$ cat config.mk
export PLATFORM = sky130hd
export DESIGN_NAME = ea_unit
export DESIGN_NICKNAME = d
export VERILOG_FILES = /design/src/rtl/eagu_pkg.sv /design/src/rtl/ea_direct.sv /design/src/rtl/ea_ptr_fetch.sv /design/src/rtl/ea_unit.sv
export SDC_FILE = /design/constraint.sdc
export NUM_CORES = 1
export LEC_CHECK = 0
export BUFFER_PORTS_ARGS = -buffer_cell sky130_fd_sc_hd__buf_2
export CORE_MARGIN = 4
export CORE_UTILIZATION = 61
export CTS_CLUSTER_DIAMETER = 120
export DETAILED_ROUTE_END_ITERATION = 12
export PLACE_DENSITY = 0.86
export SETUP_SLACK_MARGIN = 0.2
export SKIP_LAST_GASP = 1
export SLEW_MARGIN = 20
export SYNTH_ARGS = -nofsm -noshare
export SYNTH_HDL_FRONTEND = slang
export SYNTH_SLANG_ARGS = --single-unit
$ cat constraint.sdc
create_clock -name clk -period 4.71 [get_ports clk]
set_clock_uncertainty 0.15 [all_clocks]
set_input_delay 0.2355 -clock clk [delete_from_list [all_inputs] [get_ports clk]]
set_output_delay 0.2355 -clock clk [all_outputs]
set_load 0.05 [all_outputs]
$ cat src/rtl/eagu_pkg.sv
package eagu_pkg;
  localparam int BYTE_W = 8;
  localparam int ADDR_W = 2 * BYTE_W;

  localparam logic [3:0] AM_IMPL = 4'd0;
  localparam logic [3:0] AM_ACC  = 4'd1;
  localparam logic [3:0] AM_IMM  = 4'd2;
  localparam logic [3:0] AM_ZP   = 4'd3;
  localparam logic [3:0] AM_ZPX  = 4'd4;
  localparam logic [3:0] AM_ZPY  = 4'd5;
  localparam logic [3:0] AM_REL  = 4'd6;
  localparam logic [3:0] AM_ABS  = 4'd7;
  localparam logic [3:0] AM_ABSX = 4'd8;
  localparam logic [3:0] AM_ABSY = 4'd9;
  localparam logic [3:0] AM_IND  = 4'd10;
  localparam logic [3:0] AM_INDX = 4'd11;
  localparam logic [3:0] AM_INDY = 4'd12;

  typedef enum logic [1:0] {
    RK_NONE = 2'd0,
    RK_IMM  = 2'd1,
    RK_REL  = 2'd2,
    RK_ADDR = 2'd3
  } rkind_e;

  // page-zero sum: the carry out of the low byte is dropped
  function automatic logic [ADDR_W-1:0] zp_sum(input logic [BYTE_W-1:0] b,
                                               input logic [BYTE_W-1:0] i);
    logic [BYTE_W-1:0] s;
    s = b + i;
    return {{BYTE_W{1'b0}}, s};
  endfunction

  function automatic logic [ADDR_W-1:0] sext_byte(input logic [BYTE_W-1:0] b);
    return {{BYTE_W{b[BYTE_W-1]}}, b};
  endfunction

  function automatic logic [ADDR_W-1:0] join_le(input logic [BYTE_W-1:0] lo,
                                                input logic [BYTE_W-1:0] hi);
    return {hi, lo};
  endfunction

  function automatic logic [ADDR_W-1:0] add_index(input logic [ADDR_W-1:0] w,
                                                  input logic [BYTE_W-1:0] i);
    return w + {{BYTE_W{1'b0}}, i};
  endfunction

  function automatic logic needs_fetch(input logic [3:0] m);
    return (m == AM_IND) || (m == AM_INDX) || (m == AM_INDY);
  endfunction

  function automatic logic is_page_zero(input logic [3:0] m);
    return (m == AM_ZP) || (m == AM_ZPX) || (m == AM_ZPY);
  endfunction
endpackage

$ cat src/rtl/ea_direct.sv
module ea_direct
  import eagu_pkg::*;
(
  input  logic [3:0]        mode,
  input  logic [BYTE_W-1:0] op_lo,
  input  logic [BYTE_W-1:0] op_hi,
  input  logic [BYTE_W-1:0] idx_x,
  input  logic [BYTE_W-1:0] idx_y,
  output rkind_e            kind,
  output logic [ADDR_W-1:0] value,
  output logic              fetch,
  output logic [ADDR_W-1:0] ptr
);
  logic [ADDR_W-1:0] base_abs;

  assign base_abs = join_le(op_lo, op_hi);
  assign fetch    = needs_fetch(mode);

  always_comb begin
    kind  = RK_ADDR;
    value = '0;
    unique case (mode)
      AM_IMM:  begin kind = RK_IMM; value = {{BYTE_W{1'b0}}, op_lo}; end
      AM_REL:  begin kind = RK_REL; value = sext_byte(op_lo); end
      AM_ZP:   value = zp_sum(op_lo, '0);
      AM_ZPX:  value = zp_sum(op_lo, idx_x);
      AM_ZPY:  value = zp_sum(op_lo, idx_y);
      AM_ABS:  value = base_abs;
      AM_ABSX: value = add_index(base_abs, idx_x);
      AM_ABSY: value = add_index(base_abs, idx_y);
      AM_IND, AM_INDX, AM_INDY: value = '0;
      default: begin kind = RK_NONE; value = '0; end
    endcase
  end

  // pointer for the fetch modes; X is applied before the fetch
  always_comb begin
    unique case (mode)
      AM_INDX: ptr = zp_sum(op_lo, idx_x);
      AM_INDY: ptr = zp_sum(op_lo, '0);
      default: ptr = base_abs;
    endcase
  end
endmodule

$ cat src/rtl/ea_ptr_fetch.sv
module ea_ptr_fetch
  import eagu_pkg::*;
(
  input  logic              clk,
  input  logic              rst,
  input  logic              go,
  input  logic [ADDR_W-1:0] ptr,
  output logic              rd_en,
  output logic [ADDR_W-1:0] rd_addr,
  input  logic [BYTE_W-1:0] rd_data,
  output logic              idle,
  output logic              word_vld,
  output logic [ADDR_W-1:0] word
);
  typedef enum logic [1:0] {FS_IDLE, FS_LO, FS_HI, FS_TAIL} fstate_e;

  fstate_e           st_q;
  logic [ADDR_W-1:0] ptr_q;
  logic [BYTE_W-1:0] lo_q;

  always_ff @(posedge clk) begin
    if (rst) begin
      st_q  <= FS_IDLE;
      ptr_q <= '0;
      lo_q  <= '0;
    end else begin
      unique case (st_q)
        FS_IDLE: if (go) begin st_q <= FS_LO; ptr_q <= ptr; end
        FS_LO:   st_q <= FS_HI;
        FS_HI:   begin st_q <= FS_TAIL; lo_q <= rd_data; end
        FS_TAIL: st_q <= FS_IDLE;
        default: st_q <= FS_IDLE;
      endcase
    end
  end

  // the high byte sits at pointer+1 with a full 16-bit carry
  assign rd_en    = (st_q == FS_LO) || (st_q == FS_HI);
  assign rd_addr  = (st_q == FS_HI) ? ptr_q + 1'b1 : ptr_q;
  assign idle     = (st_q == FS_IDLE);
  assign word_vld = (st_q == FS_TAIL);
  assign word     = join_le(lo_q, rd_data);
endmodule

$ cat src/rtl/ea_unit.sv
module ea_unit
  import eagu_pkg::*;
(
  input  logic              clk,
  input  logic              rst,
  input  logic              start,
  input  logic [3:0]        mode,
  input  logic [BYTE_W-1:0] op_lo,
  input  logic [BYTE_W-1:0] op_hi,
  input  logic [BYTE_W-1:0] idx_x,
  input  logic [BYTE_W-1:0] idx_y,
  output logic              rd_en,
  output logic [ADDR_W-1:0] rd_addr,
  input  logic [BYTE_W-1:0] rd_data,
  output logic              done,
  output logic [1:0]        kind,
  output logic [ADDR_W-1:0] value
);
  rkind_e            dir_kind;
  logic [ADDR_W-1:0] dir_value;
  logic              dir_fetch;
  logic [ADDR_W-1:0] dir_ptr;

  logic              fetch_idle;
  logic              word_vld;
  logic [ADDR_W-1:0] word;

  // named internal events, used by the bound checker
  logic              accept;
  logic              accept_fetch;
  logic [3:0]        res_mode_q;

  logic [BYTE_W-1:0] post_idx_q;
  logic              done_q;
  rkind_e            kind_q;
  logic [ADDR_W-1:0] value_q;

  assign accept       = start && fetch_idle;
  assign accept_fetch = accept && dir_fetch;

  ea_direct u_direct (
    .mode  (mode),
    .op_lo (op_lo),
    .op_hi (op_hi),
    .idx_x (idx_x),
    .idx_y (idx_y),
    .kind  (dir_kind),
    .value (dir_value),
    .fetch (dir_fetch),
    .ptr   (dir_ptr)
  );

  ea_ptr_fetch u_fetch (
    .clk      (clk),
    .rst      (rst),
    .go       (accept_fetch),
    .ptr      (dir_ptr),
    .rd_en    (rd_en),
    .rd_addr  (rd_addr),
    .rd_data  (rd_data),
    .idle     (fetch_idle),
    .word_vld (word_vld),
    .word     (word)
  );

  always_ff @(posedge clk) begin
    if (rst) begin
      done_q     <= 1'b0;
      kind_q     <= RK_NONE;
      value_q    <= '0;
      post_idx_q <= '0;
      res_mode_q <= AM_IMPL;
    end else begin
      done_q <= 1'b0;
      if (accept) begin
        res_mode_q <= mode;
        post_idx_q <= (mode == AM_INDY) ? idx_y : '0;
        if (!dir_fetch) begin
          done_q  <= 1'b1;
          kind_q  <= dir_kind;
          value_q <= dir_value;
        end
      end else if (word_vld) begin
        // Y is applied after the fetch
        done_q  <= 1'b1;
        kind_q  <= RK_ADDR;
        value_q <= add_index(word, post_idx_q);
      end
    end
  end

  assign done  = done_q;
  assign kind  = kind_q;
  assign value = value_q;
endmodule

After elaboration in Yosys (flattened, before gate mapping)
Index checks and enable logic that the tools add are counted.

Register bits: 53. Input port bits: 47.

$add $sub $neg: 6. Reduce and logical (&&, ||, !) cells: 11. Equal/unequal tests: 16. Muxes and demuxes: 16.

Operator list (number): $pmux 16 s7 (1); $mux 16 (4); $add 16x8->16 (3); $pmux 16 s2 (1); $eq 4x4->1 const B (5); $add 16x1->16 const B (1); $add 8x8->8 (2); $eq 4x3->1 const B (4); $reduce_or 9->1 (1); $eq 4x2->1 const B (2); $mux 2 (4); $mux 8 (1); $pmux 2 s4 (1); $pmux 2 s3 (1); $eq 2x2->1 const B (2); $reduce_and 2->1 (2); $logic_or 1x1->1 (3); $mux 1 (3); $eq 2x1->1 const B (1); $logic_and 1x1->1 (2); $logic_not 2->1 (1); $ne 2x1->1 const B (1); $ne 2x2->1 const B (1); $reduce_bool 2->1 (1); $reduce_or 2->1 (1).

Longest topological paths before layout
Word-level depth: 6. Depth in mapped cells: 14. Mapped depth without buffers: 12.

Hierarchy
From an unflattened synthesis, not the netlist that was laid out.

Cell total of the unflattened synthesis: 616. Area total of the unflattened synthesis: 4795.8 um^2.

Modules (own cells, without submodules): ea_unit (instances 1, cells an instance 220, area each 1732.9 um^2); ea_direct (instances 1, cells an instance 231, area each 1707.9 um^2); ea_ptr_fetch (instances 1, cells an instance 165, area each 1355.0 um^2).

Worst setup path after synthesis
Ideal clock, no wire load.

Path kind: input -> register. Start: input mode[2]. End: register value_q[8], in the netlist value[8]. Stages on the path: 14. Path slack: 1494 ps. Library setup time: 58 ps. Buffers on the path: 2. Data arrival time: 3008 ps. Path through: buf_4 nor3b_2 and2_1 buf_2 mux2_2 ha_1 inv_1 fa_1 nand3b_1 a21oi_1 o22ai_2 or3_2 nand3_1 a31o_2.

Longest elaborated chain between the ends: 5.

Ends and longest elaborated chain: from (decl) (RTL line ea_unit.sv:7) `input logic [3:0] mode,`; $eq 4x2->1 / $eq 4x4->1 (equally long branches) (RTL line ea_direct.sv:22, eagu_pkg.sv:49); $reduce_or 2->1 (no line) / $logic_or 1x1->1 (equally long branches); $pmux 16 s7 / $logic_or 1x1->1 (equally long branches) (RTL line ea_direct.sv:22, eagu_pkg.sv:49); $mux 16 / $ne 2x2->1 (equally long branches); $mux 16 / $reduce_and 2->1 (equally long branches); to (signal assigned) (RTL line ea_unit.sv:81) `value_q <= dir_value;`; to (signal assigned) (RTL line ea_unit.sv:87) `value_q <= add_index(word, post_idx_q);`; to (decl) (RTL line ea_unit.sv:36) `logic [ADDR_W-1:0] value_q;`.

Parallel ways exist; a longest one is shown, timed or not. The select of a mux whose other input is x is not followed. A chain may end at the register's enable or synchronous reset.

Worst setup path in the final report
Start: input mode[1]. End: register value_q[15], in the netlist value[15].

Same word-level chain as after synthesis.

==> impl_metrics.env <==
export IMPL_detail_route_wl_per_cell_um=18.2
export IMPL_synth_most_common_cell="nor2_1"
export IMPL_dp_hpwl_um=10600
export IMPL_hold_buffers=0
export IMPL_vdd_drop_max_mv=0.193
export IMPL_holdWs_ps=53.9
export IMPL_synth_area_sq_um=4640
export IMPL_dp_cells=733
export IMPL_post_cts_setup_buffers=0
export IMPL_rsz0062_at_grt="no"
export IMPL_layout_cells_non_filler=741
export IMPL_drt_iter0_markers=538
export IMPL_grt_pass1_vias=4472
export IMPL_p_leak_nw=2.22
export IMPL_start_util_pct=63.3
export IMPL_num_vias=4843
export IMPL_synth_seq_area_share_pct=22.9
export IMPL_synth_top_area_share_pct=22.9
export IMPL_antenna_found_initial=0
export IMPL_tns_ps=0
export IMPL_core_sq_um=7330
export IMPL_die_y_um=95.2
export IMPL_cts_buffers_inserted=5
export IMPL_hold_viol=0
export IMPL_tightestPinTransition_ps=1060
export IMPL_die_w_um=95.2
export IMPL_yosys_top_cells_area="dfxtp_1 23%, ha_1 9.7%, nor2_1 5.0%, xnor2_1 4.3%, mux2i_1 3.9%"
export IMPL_synthCells=575
export IMPL_yosysTopAreaCell="dfxtp_1"
export IMPL_cp_start_kind="input pin"
export IMPL_post_dp_cell_area_sq_um=5040
export IMPL_cts_tree="done"
export IMPL_yosys_warnings=0
export IMPL_drv_slew=0
export IMPL_areaGrowthSynthToFinish_pct=10.8
export IMPL_cts_root_buf="clkbuf_8"
export IMPL_crit_arrival_ps=3570
export IMPL_netlist_top_cells_count="62 x nor2_1, 53 x dfxtp_1, 44 x nand2_1"
export IMPL_syn_area_per_cell_sq_um=8.07
export IMPL_reg2regPathDepth=8
export IMPL_io_pins=83
export IMPL_timing_final_crit_share_pct=74.6
export IMPL_totalWireLength_um=13500
export IMPL_globalplace_congestion=0.988
export IMPL_grt_pass1_wl_um=21200
export IMPL_relSlewSlack_pct=29.2
export IMPL_dr_pass1_iters=6
export IMPL_drive_above_1_share_pct=17.9
export IMPL_htree_levels=2
export IMPL_p_int_uw=822
export IMPL_stdcell_area_sq_um=5140
export IMPL_critPathMaxFanout=17
export IMPL_end_kind="flop"
export IMPL_status="completed"
export IMPL_clkLatencyLatePin_ps=310
export IMPL_synth_cell_type_count=78
export IMPL_die_area_sq_um=9060
export IMPL_track_usage_pct=29.3
export IMPL_port_buffers=82
export IMPL_synth_flop_cell="dfxtp_1"
export IMPL_ant_nets=0
export IMPL_p_per_area_nw_per_um2=294
export IMPL_power_switching_uw=688
export IMPL_synth_nets=662
export IMPL_clock_path_buffers=2
export IMPL_fp_row_count=31
export IMPL_drc_errors=0
export IMPL_pwr_share_comb_pct=45.8
export IMPL_overflow=0
export IMPL_setup_viol=0
export IMPL_hold_class="in2reg"
export IMPL_p_seq_share_pct=35.3
export IMPL_synth_edf_count=0
export IMPL_path_clk_slew_ps=120
export IMPL_antenna_cells=0
export IMPL_cts_sinks=53
export IMPL_drv_cap=0
export IMPL_async_reset_ff_share_pct=0
export IMPL_min_period_ps=3510
export IMPL_grt_start_max_net_pins=47
export IMPL_p_clk_share_pct=18.9
export IMPL_final_nets=728
export IMPL_ys_seq_elements=53
export IMPL_fmax_ghz=0.285
export IMPL_cts_resized=0
export IMPL_hold_depth=3
export IMPL_path_class="in2reg"
export IMPL_via_per_inst=6.54
export IMPL_cp_required_ps=4770
export IMPL_switching_share_pct=45.6
-- critical path, stage by stage --
cell	delay, ps
buf_2	180
nor3b_2	190
buf_4	230
and2_1	380
mux2_2	410
ha_1	290
a211oi_1	390
o21ai_1	170
a211oi_1	530
or4_1	210
a211oi_2	60
a211o_1	280
-- metal layers --
metal,GRT usage [%],up-vias,share of wire [%]
met3,4.66,37,8.1
met1,38.3,2284,43
met5,0,-,0
met2,49.5,230,46
met4,9.25,0,2.9
li1,-,2292,-
-- stage by stage --
step | utilization [%] | worst slack (ps) | power (mW)
2_1_floorplan | - | 1490 | 1.06
3_3_place_gp | 68.8 | 1020 | 1.21
3_5_place_dp | 68.8 | 940 | 1.22
4_1_cts | 70.1 | 1260 | 1.50
5_1_grt | 70.1 | 1040 | 1.59
6_report | 70.1 | 1200 | 1.51
-- layout by cell type (no fill, tap or decap), types with 5 or more instances in the layout --
| master | instances |
|---|---|
| o21a_1 | 5 |
| xnor2_1 | 23 |
| a211oi_1 | 23 |
| a22oi_1 | 24 |
| o21bai_1 | 6 |
| nand2_1 | 44 |
| clkbuf_8 | 5 |
| dfxtp_1 | 53 |
| and2_1 | 5 |
| a21oi_1 | 34 |
| nor4_1 | 5 |
| a21o_1 | 10 |
| o21ai_0 | 25 |
| xor2_1 | 16 |
| mux2_2 | 9 |
| mux2i_1 | 18 |
| nand3_1 | 17 |
| nor3_1 | 15 |
| nor2_1 | 62 |
| ha_1 | 36 |
| or3_1 | 6 |
| nand2b_1 | 6 |
| and3_1 | 8 |
| inv_1 | 16 |
| buf_2 | 82 |
| o21ai_1 | 5 |
| nand4_1 | 5 |
-- cell type report --
cell class	instances	area, sq um
Clock inverter	3	28.8
Multi-Input combinational cell	482	3380
Clock buffer	5	68.8
Timing Repair Buffer	83	418
Inverter	16	60.1
Sequential cell	53	1060
Tap cell	99	124
Fill cell	603	2190
-- registers in the layout (all words and copies together), names as in the netlist --
register	count
kind	2
u_fetch.st_q	2
post_idx_q	8
done	1
u_fetch.lo_q	8
u_fetch.ptr_q	16
value	16
-- cells by family (layout without fill, tap and decap cells) --
group,Yosys count,count (layout),synth area share [%]
buf+inv,40,107,4.26
flops,53,53,22.9
mux,27,27,6.07
compound gates,184,184,27.8
xor+xnor,39,39,7.36
simple gates,192,192,20.2
fa+ha+maj,40,40,11.4
-- power by group through the flow --
stage | Clock [mW] | Combinational, mW | Sequential, mW
floorplan | 0 | 0.413 | 0.643
global placement | 0 | 0.668 | 0.540
detailed placement | 0 | 0.679 | 0.542
CTS | 0.286 | 0.684 | 0.532
global route | 0.306 | 0.744 | 0.536
finish | 0.286 | 0.692 | 0.533
-- path summary, 6_finish.rpt --
| kind | startpoint | end | slack [ps] |
|---|---|---|---|
| setup / recovery | mode[1] | value[15]$_SDFFE_PP0P_ | 1200 |
| hold / removal | idx_y[2] | post_idx_q[2]$_SDFFE_PP0P_ | 50 |
| setup reg to reg | u_fetch.st_q[1]$_SDFFE_PP0P_ | value[8]$_SDFFE_PP0P_ | 1870 |
| hold reg to reg | value[4]$_SDFFE_PP0P_ | value[4]$_SDFFE_PP0P_ | 360 |
Note: power is estimated with default switching activity, not from simulation.
